**config.mk**
```make
export PLATFORM = sky130hd
export DESIGN_NAME = bridge_cfg_header
export DESIGN_NICKNAME = d
export VERILOG_FILES = /design/src/rtl/bridge_cfg_pkg.sv /design/src/rtl/bridge_cfg_ctrl.sv /design/src/rtl/bridge_cfg_regs.sv /design/src/rtl/bridge_cfg_header.sv
export SDC_FILE = /design/constraint.sdc
export NUM_CORES = 1
export LEC_CHECK = 0
export ABC_AREA = 1
export BUFFER_PORTS_ARGS = -buffer_cell sky130_fd_sc_hd__clkbuf_2
export CAP_MARGIN = 15
export CORE_MARGIN = 2
export CORE_UTILIZATION = 41
export CTS_CLUSTER_SIZE = 10
export DETAILED_ROUTE_END_ITERATION = 8
export SYNTH_ARGS = -nofsm -noshare
export SYNTH_HDL_FRONTEND = slang
export SYNTH_SLANG_ARGS = --single-unit
```
**constraint.sdc**
```tcl
create_clock -name clk -period 1.4 [get_ports clk]
set_clock_uncertainty 0.05 [all_clocks]
set_input_delay 0.14 -clock clk [delete_from_list [all_inputs] [get_ports clk]]
set_output_delay 0.14 -clock clk [all_outputs]
set_load 0.01 [all_outputs]
```
**src/rtl/bridge_cfg_pkg.sv**
```systemverilog
package bridge_cfg_pkg;
  localparam int BUS_W  = 8;
  localparam int DEV_W  = 5;
  localparam int FUNC_W = 3;
  localparam int REG_W  = 6;
  localparam int DATA_W = 32;
  localparam int BE_W   = DATA_W / 8;

  localparam logic [REG_W-1:0] IDX_ID      = 6'h00;
  localparam logic [REG_W-1:0] IDX_CMDSTAT = 6'h01;
  localparam logic [REG_W-1:0] IDX_CLASS   = 6'h02;
  localparam logic [REG_W-1:0] IDX_HDR     = 6'h03;
  localparam logic [REG_W-1:0] IDX_SUBSYS  = 6'h0B;
  localparam logic [REG_W-1:0] IDX_ISA     = 6'h10;
  localparam logic [REG_W-1:0] IDX_TEST    = 6'h11;
  localparam logic [REG_W-1:0] IDX_SSALIAS = 6'h1C;

  localparam int FLAG_N = 4;
  localparam int TEST_BIT = 20;

  typedef struct packed {
    logic              wrEn;
    logic [REG_W-1:0]  regIdx;
    logic [BE_W-1:0]   byteEn;
  } cfgStrobe_t;
endpackage

```
**src/rtl/bridge_cfg_ctrl.sv**
```systemverilog
module bridge_cfg_ctrl
  import bridge_cfg_pkg::*;
#(
  parameter logic [BUS_W-1:0] BUS_NUM = '0,
  parameter logic [DEV_W-1:0] DEV_NUM = '0
) (
  input  logic              clk,
  input  logic              rstN,
  input  logic              ioWrite,
  input  logic              ioRead,
  input  logic              ioIsData,
  input  logic [BE_W-1:0]   ioByteEn,
  input  logic [DATA_W-1:0] ioWrData,
  input  logic [DATA_W-1:0] regRdData,
  output cfgStrobe_t        strobe,
  output logic [DATA_W-1:0] ioRdData
);
  logic              addrEn;
  logic [BUS_W-1:0]  addrBus;
  logic [DEV_W-1:0]  addrDev;
  logic [FUNC_W-1:0] addrFunc;
  logic [REG_W-1:0]  addrReg;
  logic [DATA_W-1:0] addrWord;
  logic              addrWr;
  logic              hit;
  logic              unusedAddrBits;

  assign unusedAddrBits = ^{ioWrData[30:24], ioWrData[1:0]};
  assign addrWr = ioWrite && !ioIsData;

  always_ff @(posedge clk) begin
    if (!rstN) begin
      addrEn   <= 1'b0;
      addrBus  <= '0;
      addrDev  <= '0;
      addrFunc <= '0;
      addrReg  <= '0;
    end else if (addrWr) begin
      if (ioByteEn[3]) addrEn <= ioWrData[31];
      if (ioByteEn[2]) addrBus <= ioWrData[23:16];
      if (ioByteEn[1]) begin
        addrDev  <= ioWrData[15:11];
        addrFunc <= ioWrData[10:8];
      end
      if (ioByteEn[0]) addrReg <= ioWrData[7:2];
    end
  end

  assign addrWord = {addrEn, 7'b0, addrBus, addrDev, addrFunc, addrReg, 2'b00};
  assign hit = addrEn && (addrBus == BUS_NUM) && (addrDev == DEV_NUM) && (addrFunc == '0);

  always_comb begin
    strobe.wrEn   = ioWrite && ioIsData && hit;
    strobe.regIdx = addrReg;
    strobe.byteEn = ioByteEn;
  end

  always_comb begin
    if (!ioRead)        ioRdData = '0;
    else if (!ioIsData) ioRdData = addrWord;
    else if (hit)       ioRdData = regRdData;
    else                ioRdData = '1;
  end

  // the latch changes only on an address-port write
  assert_latch_hold_R1: assert property (@(posedge clk) disable iff (!rstN)
    !addrWr |=> $stable(addrWord));
endmodule

```
**src/rtl/bridge_cfg_regs.sv**
```systemverilog
module bridge_cfg_regs
  import bridge_cfg_pkg::*;
#(
  parameter logic [15:0] VENDOR_ID    = 16'hA5C3,
  parameter logic [15:0] DEVICE_ID    = 16'h5E21,
  parameter logic [7:0]  REVISION_ID  = 8'h42,
  parameter logic [31:0] SUBSYS_RESET = 32'h0
) (
  input  logic              clk,
  input  logic              rstN,
  input  cfgStrobe_t        strobe,
  input  logic [DATA_W-1:0] wrData,
  input  logic [FLAG_N-1:0] evt,
  output logic [DATA_W-1:0] regRdData
);
  localparam int FLAG_BIT [FLAG_N] = '{31, 29, 28, 27};

  logic              stepQ;
  logic              specCycQ;
  logic [1:0]        spaceEnQ;
  logic              testQ;
  logic [FLAG_N-1:0] flagQ;
  logic [7:0]        isaCtlQ;
  logic [7:0]        isaTestQ;
  logic [DATA_W-1:0] subsysQ;
  logic [15:0]       cmdWord;
  logic [15:0]       statWord;
  logic              cmdWr;
  logic              statusClr;
  logic              testWr;

  function automatic logic byteWr(input cfgStrobe_t s, input logic [REG_W-1:0] idx, input int b);
    return s.wrEn && (s.regIdx == idx) && s.byteEn[b];
  endfunction

  assign cmdWr     = byteWr(strobe, IDX_CMDSTAT, 0);
  assign statusClr = byteWr(strobe, IDX_CMDSTAT, 3);
  assign testWr    = byteWr(strobe, IDX_TEST, 2);

  always_ff @(posedge clk) begin
    if (!rstN) begin
      stepQ    <= 1'b1;
      specCycQ <= 1'b0;
      spaceEnQ <= 2'b11;
    end else if (cmdWr) begin
      stepQ <= wrData[7];
      if (testQ) spaceEnQ <= wrData[1:0];
      else       specCycQ <= wrData[3];
    end
  end

  always_ff @(posedge clk) begin
    if (!rstN)       testQ <= 1'b0;
    else if (testWr) testQ <= wrData[TEST_BIT];
  end

  always_ff @(posedge clk) begin
    if (!rstN) begin
      isaCtlQ  <= '0;
      isaTestQ <= '0;
    end else begin
      if (byteWr(strobe, IDX_ISA, 0)) isaCtlQ  <= wrData[7:0];
      if (byteWr(strobe, IDX_ISA, 1)) isaTestQ <= wrData[15:8];
    end
  end

  for (genvar b = 0; b < BE_W; b++) begin : g_subsys
    always_ff @(posedge clk) begin
      if (!rstN)                            subsysQ[8*b +: 8] <= SUBSYS_RESET[8*b +: 8];
      else if (byteWr(strobe, IDX_SSALIAS, b)) subsysQ[8*b +: 8] <= wrData[8*b +: 8];
    end
  end

  for (genvar g = 0; g < FLAG_N; g++) begin : g_flag
    always_ff @(posedge clk) begin
      if (!rstN)                                   flagQ[g] <= 1'b0;
      else if (evt[g])                             flagQ[g] <= 1'b1;
      else if (statusClr && wrData[FLAG_BIT[g]])   flagQ[g] <= 1'b0;
    end

    // an event sets its flag even against a same-cycle clear
    assert_event_sets_flag_R9: assert property (@(posedge clk) disable iff (!rstN)
      evt[g] |=> flagQ[g]);
    // a flag only drops on a write of one to its bit
    assert_flag_holds_R8: assert property (@(posedge clk) disable iff (!rstN)
      flagQ[g] && !(statusClr && wrData[FLAG_BIT[g]]) |=> flagQ[g]);
  end

  always_comb begin
    cmdWord = 16'h0;
    cmdWord[7]   = stepQ;
    cmdWord[3]   = testQ ? 1'b1 : specCycQ;
    cmdWord[2]   = 1'b1;
    cmdWord[1:0] = testQ ? spaceEnQ : 2'b11;
    statWord = 16'h0;
    statWord[15]   = flagQ[0];
    statWord[13]   = flagQ[1];
    statWord[12]   = flagQ[2];
    statWord[11]   = flagQ[3];
    statWord[10:9] = 2'b01;
  end

  always_comb begin
    unique case (strobe.regIdx)
      IDX_ID:      regRdData = {DEVICE_ID, VENDOR_ID};
      IDX_CMDSTAT: regRdData = {statWord, cmdWord};
      IDX_CLASS:   regRdData = {8'h06, 8'h01, 8'h00, REVISION_ID};
      IDX_HDR:     regRdData = 32'h0080_0000;
      IDX_SUBSYS:  regRdData = subsysQ;
      IDX_ISA:     regRdData = {16'h0, isaTestQ, isaCtlQ};
      IDX_TEST:    regRdData = {11'h0, testQ, 20'h0};
      IDX_SSALIAS: regRdData = subsysQ;
      default:     regRdData = '0;
    endcase
  end

  // in normal mode a command write leaves the space enables untouched
  assert_space_fixed_R5: assert property (@(posedge clk) disable iff (!rstN)
    cmdWr && !testQ |=> $stable(spaceEnQ));
  // in test mode a command write leaves special-cycle storage untouched
  assert_speccyc_fixed_R6: assert property (@(posedge clk) disable iff (!rstN)
    cmdWr && testQ |=> $stable(specCycQ));
  // the subsystem value moves only through the alias dword
  assert_subsys_stable_R10: assert property (@(posedge clk) disable iff (!rstN)
    !(strobe.wrEn && strobe.regIdx == IDX_SSALIAS) |=> $stable(subsysQ));
endmodule

```
**src/rtl/bridge_cfg_header.sv**
```systemverilog
module bridge_cfg_header
  import bridge_cfg_pkg::*;
#(
  parameter logic [7:0]  BUS_NUM      = 8'h00,
  parameter logic [4:0]  DEV_NUM      = 5'h07,
  parameter logic [15:0] VENDOR_ID    = 16'hA5C3,
  parameter logic [15:0] DEVICE_ID    = 16'h5E21,
  parameter logic [7:0]  REVISION_ID  = 8'h42,
  parameter logic [31:0] SUBSYS_RESET = 32'h0
) (
  input  logic        clk,
  input  logic        rstN,
  input  logic        ioWrite,
  input  logic        ioRead,
  input  logic        ioIsData,
  input  logic [3:0]  ioByteEn,
  input  logic [31:0] ioWrData,
  output logic [31:0] ioRdData,
  input  logic        evtParityErr,
  input  logic        evtMasterAbortRx,
  input  logic        evtTargetAbortRx,
  input  logic        evtTargetAbortTx
);
  cfgStrobe_t        strobe;
  logic [DATA_W-1:0] regRdData;
  logic [FLAG_N-1:0] evt;

  assign evt = {evtTargetAbortTx, evtTargetAbortRx, evtMasterAbortRx, evtParityErr};

  bridge_cfg_ctrl #(.BUS_NUM(BUS_NUM), .DEV_NUM(DEV_NUM)) ctrl_i (
    .clk(clk), .rstN(rstN), .ioWrite(ioWrite), .ioRead(ioRead), .ioIsData(ioIsData),
    .ioByteEn(ioByteEn), .ioWrData(ioWrData), .regRdData(regRdData),
    .strobe(strobe), .ioRdData(ioRdData)
  );

  bridge_cfg_regs #(
    .VENDOR_ID(VENDOR_ID), .DEVICE_ID(DEVICE_ID),
    .REVISION_ID(REVISION_ID), .SUBSYS_RESET(SUBSYS_RESET)
  ) regs_i (
    .clk(clk), .rstN(rstN), .strobe(strobe), .wrData(ioWrData),
    .evt(evt), .regRdData(regRdData)
  );
endmodule

```
==> impl_metrics.env <==
export IMPL_yosysTopAreaCellShare_pct=41.1
export IMPL_ant_nets=0
export IMPL_grt_use_total_pct=25.7
export IMPL_syn_avg_cell_area_um2=6.85
export IMPL_synth_top_area_cell="dfxtp_1"
export IMPL_ys_warn_count=0
export IMPL_status="finished with violations"
export IMPL_drcViolationCount=0
export IMPL_synth_async_sr_flop_share_pct=0
export IMPL_pwr_density_cell_mw_per_mm2=803
export IMPL_post_route_period_util_pct=142
export IMPL_final_cells=851
export IMPL_r2r_worst_path_cells=14
export IMPL_clock_latency_ps=350
export IMPL_first_pass_iters=4
export IMPL_dp_hpwl_mm=8.19
export IMPL_leakage_nw=2.58
export IMPL_layout_setup_ws_ps=-589
export IMPL_path_common_cell="nor2_4"
export IMPL_num_rows=35
export IMPL_synth_area_leaders="dfxtp_1 41%, nor2_1 11%, nand2_1 9.0%, o21ai_0 8.7%, a21oi_1 7.8%"
export IMPL_synth_main_ff_cell="dfxtp_1"
export IMPL_fin_hold_ws_ps=20.6
export IMPL_ys_seq_area_share_pct=41.1
export IMPL_path_delay_family="simple AND/OR/NAND/NOR gates"
export IMPL_synth_area_mm2=0.00390
export IMPL_synth_cell_types=22
export IMPL_die_x_um=101
export IMPL_drt_initial_drc_count=276
export IMPL_min_delay_start="ioWrData[1]"
export IMPL_dp_cells=798
export IMPL_violations="setup timing"
export IMPL_grt_pass1_vias=4119
export IMPL_tightest_slew_ps=598
export IMPL_io_pin_count=77
export IMPL_peakVddDrop_uv=505
export IMPL_setup_viol=89
export IMPL_fmax_mhz=503
export IMPL_yosysMostFrequentCell="nor2_1"
export IMPL_mappedNetlistNets=614
export IMPL_syn_inst=569
export IMPL_core_mm2=0.00924
export IMPL_worstPathRequired_ps=1210
export IMPL_clkTransAtPathRegs_ps=90
export IMPL_grt_pass1_wl_mm=20.7
export IMPL_drive_above_1_share_pct=46.0
export IMPL_layout_nets=763
export IMPL_worstPathArrival_ps=1800
export IMPL_globalplace_congestion=0.905
export IMPL_vias=4434
export IMPL_whs_path_depth=3
export IMPL_path_cells="nor2_4 -> nand3_2 -> nor2_4 -> nand2_2 -> nor2_4 -> buf_12 -> buf_12 -> a31oi_2 -> clkbuf_2"
export IMPL_yosys_top_cells_count="112 x nor2_1, 93 x nand2_1, 80 x dfxtp_1"
export IMPL_r2r_start="ctrl_i.addrFunc[1]$_SDFFE_PN0P_"
export IMPL_antenna_cells=0
export IMPL_cts_tree="built"
export IMPL_slowest_stage="dfxtp_2"
export IMPL_slew_viol_final=0
export IMPL_finalHoldViolations=0
export IMPL_grt_overflow_total=0
export IMPL_htreeDepth=3
export IMPL_viasPerCell=5.21
export IMPL_worstSetupPathType="reg -> out"
export IMPL_cp_start_kind="register"
export IMPL_rsz0062_at_grt="yes"
export IMPL_path_buf_inv=3
export IMPL_max_cap_violations=0
export IMPL_synth_seq_cells=80
export IMPL_dpl_worst_slack_ps=-234
export IMPL_path_max_fanout=7
export IMPL_numCtsBuffers=9
export IMPL_hold_class="in -> reg"
export IMPL_grt_max_degree=77
export IMPL_start_util_pct=42.2
export IMPL_critPathMaxStageDelay_ps=350
export IMPL_min_to="regs_i.spaceEnQ[1]$_SDFFE_PN1P_"
export IMPL_drt_total_wl_mm=13.4
export IMPL_area_growth_pct=56.8
export IMPL_die_y_um=101
export IMPL_slew_headroom_pct=60.1
export IMPL_cts_root_buf="clkbuf_8"
export IMPL_synth_edf_count=0
export IMPL_clockBufferDepth=2
export IMPL_end_kind="output port"
export IMPL_clkSinkCount=80
export IMPL_rr_endpoint="regs_i.flagQ[0]$_SDFFE_PN0P_"
export IMPL_min_period_ps=1990
export IMPL_wl_per_cell_um=15.7
export IMPL_antenna_found_initial=0
export IMPL_reg2reg_slack_ps=-540
export IMPL_dieArea_mm2=0.0103
export IMPL_port_buffers=76
report_power, final:
part           switching (mW)  internal [mW]  leakage, nW
combinational           0.506          0.388         1.83
clock                   0.847          0.808       0.0948
sequential             0.0414           2.32        0.654
total                    1.39           3.51         2.58
how the worst max path moves through the flow:
stage	to	slack, ps	cells past startpoint	start
4_1_cts	ioRdData[13]	-580	9	ctrl_i.addrBus[1]$_SDFFE_PN0P_
3_5_place_dp	regs_i.subsysQ[4]$_SDFFE_PN0P_	-230	10	ctrl_i.addrReg[4]$_SDFFE_PN0P_
6_report	ioRdData[13]	-590	9	ctrl_i.addrFunc[1]$_SDFFE_PN0P_
5_1_grt	ioRdData[7]	-690	9	ctrl_i.addrFunc[1]$_SDFFE_PN0P_
3_3_place_gp	regs_i.isaCtlQ[5]$_SDFFE_PN0P_	-200	10	ctrl_i.addrBus[2]$_SDFFE_PN0P_
2_1_floorplan	regs_i.isaCtlQ[5]$_SDFFE_PN0P_	-50	11	ctrl_i.addrFunc[0]$_SDFFE_PN0P_
cell type report:
| type | count | area, um2 |
|---|---|---|
| fill | 774 | 3130 |
| multi-input combinational | 408 | 2620 |
| sequential | 80 | 1620 |
| timing repair buffer | 157 | 1240 |
| inverter | 62 | 280 |
| tap | 129 | 161 |
| clock buffer | 9 | 124 |
| clock inverter | 6 | 61.3 |
cells by family after synthesis:
family,count (synthesis),share of synthesized area (%)
buf+inv,87,9.38
compound gates,156,21.4
flops,80,41.1
simple gates,246,28.1
timing repair:
item                       4_1_cts  5_1_grt
hold buffers                    12        0
setup buffers                   15        8
pin swaps                       29       74
setup endpoints to repair       88       89
cloned                           8        0
gates resized for setup         81      156
hold endpoints to repair        12        0
placed cells by master (no fill, tap or decap), drive strengths merged, types with 10 or more instances in the layout:
cell,Yosys,routed
nor2,124,128
nand2,95,95
buf,10,87
dfxtp,80,80
o21ai,69,69
clkbuf,15,67
a21oi,61,61
inv,61,59
nand3,25,27
a22oi,15,15
dlygate4sd3,0,12
a31oi,10,10
state kept, by name, summed over array words and instances, names as in the netlist, 2 cells and up:
signal,flops
ctrl_i.addrBus,8
ctrl_i.addrDev,5
ctrl_i.addrFunc,3
ctrl_i.addrReg,6
regs_i.flagQ,4
regs_i.isaCtlQ,8
regs_i.isaTestQ,8
regs_i.spaceEnQ,2
regs_i.subsysQ,32
worst register-to-register path: stages, from the launching register on:
cell     delay, ps
dfxtp_2        350
nor2_4         110
nand3_2        100
nor2_4         140
buf_6          110
buf_6           80
buf_6           80
buf_6          100
nand3_4        110
buf_6          150
nor2_4         110
buf_6          130
nand3_2         70
nand2_2         90
a21oi_2         50
metrics by stage:
| stage | power (mW) | area (um2) | util [%] | setup TNS (ps) |
|---|---|---|---|---|
| floorplan | 2.75 | 3990 | - | -578 |
| global placement | 3.10 | 4830 | 52.3 | -14140 |
| detailed placement | 3.11 | 4830 | 52.3 | -16970 |
| CTS | 4.85 | 5620 | 60.8 | -43730 |
| global route | 5.13 | 6110 | 66.1 | -53830 |
| finish | 4.91 | 6110 | 66.1 | -45030 |
layer usage:
metal	vias up	wire (um)	share of wire (%)	GRT usage (%)
met5	-	0	0	0
met4	0	110	0.82	8.11
met3	11	794	5.9	4.62
met2	148	6470	48	41.6
met1	2105	5980	45	34.9
li1	2170	-	-	-
(Power assumes the default switching activity.)
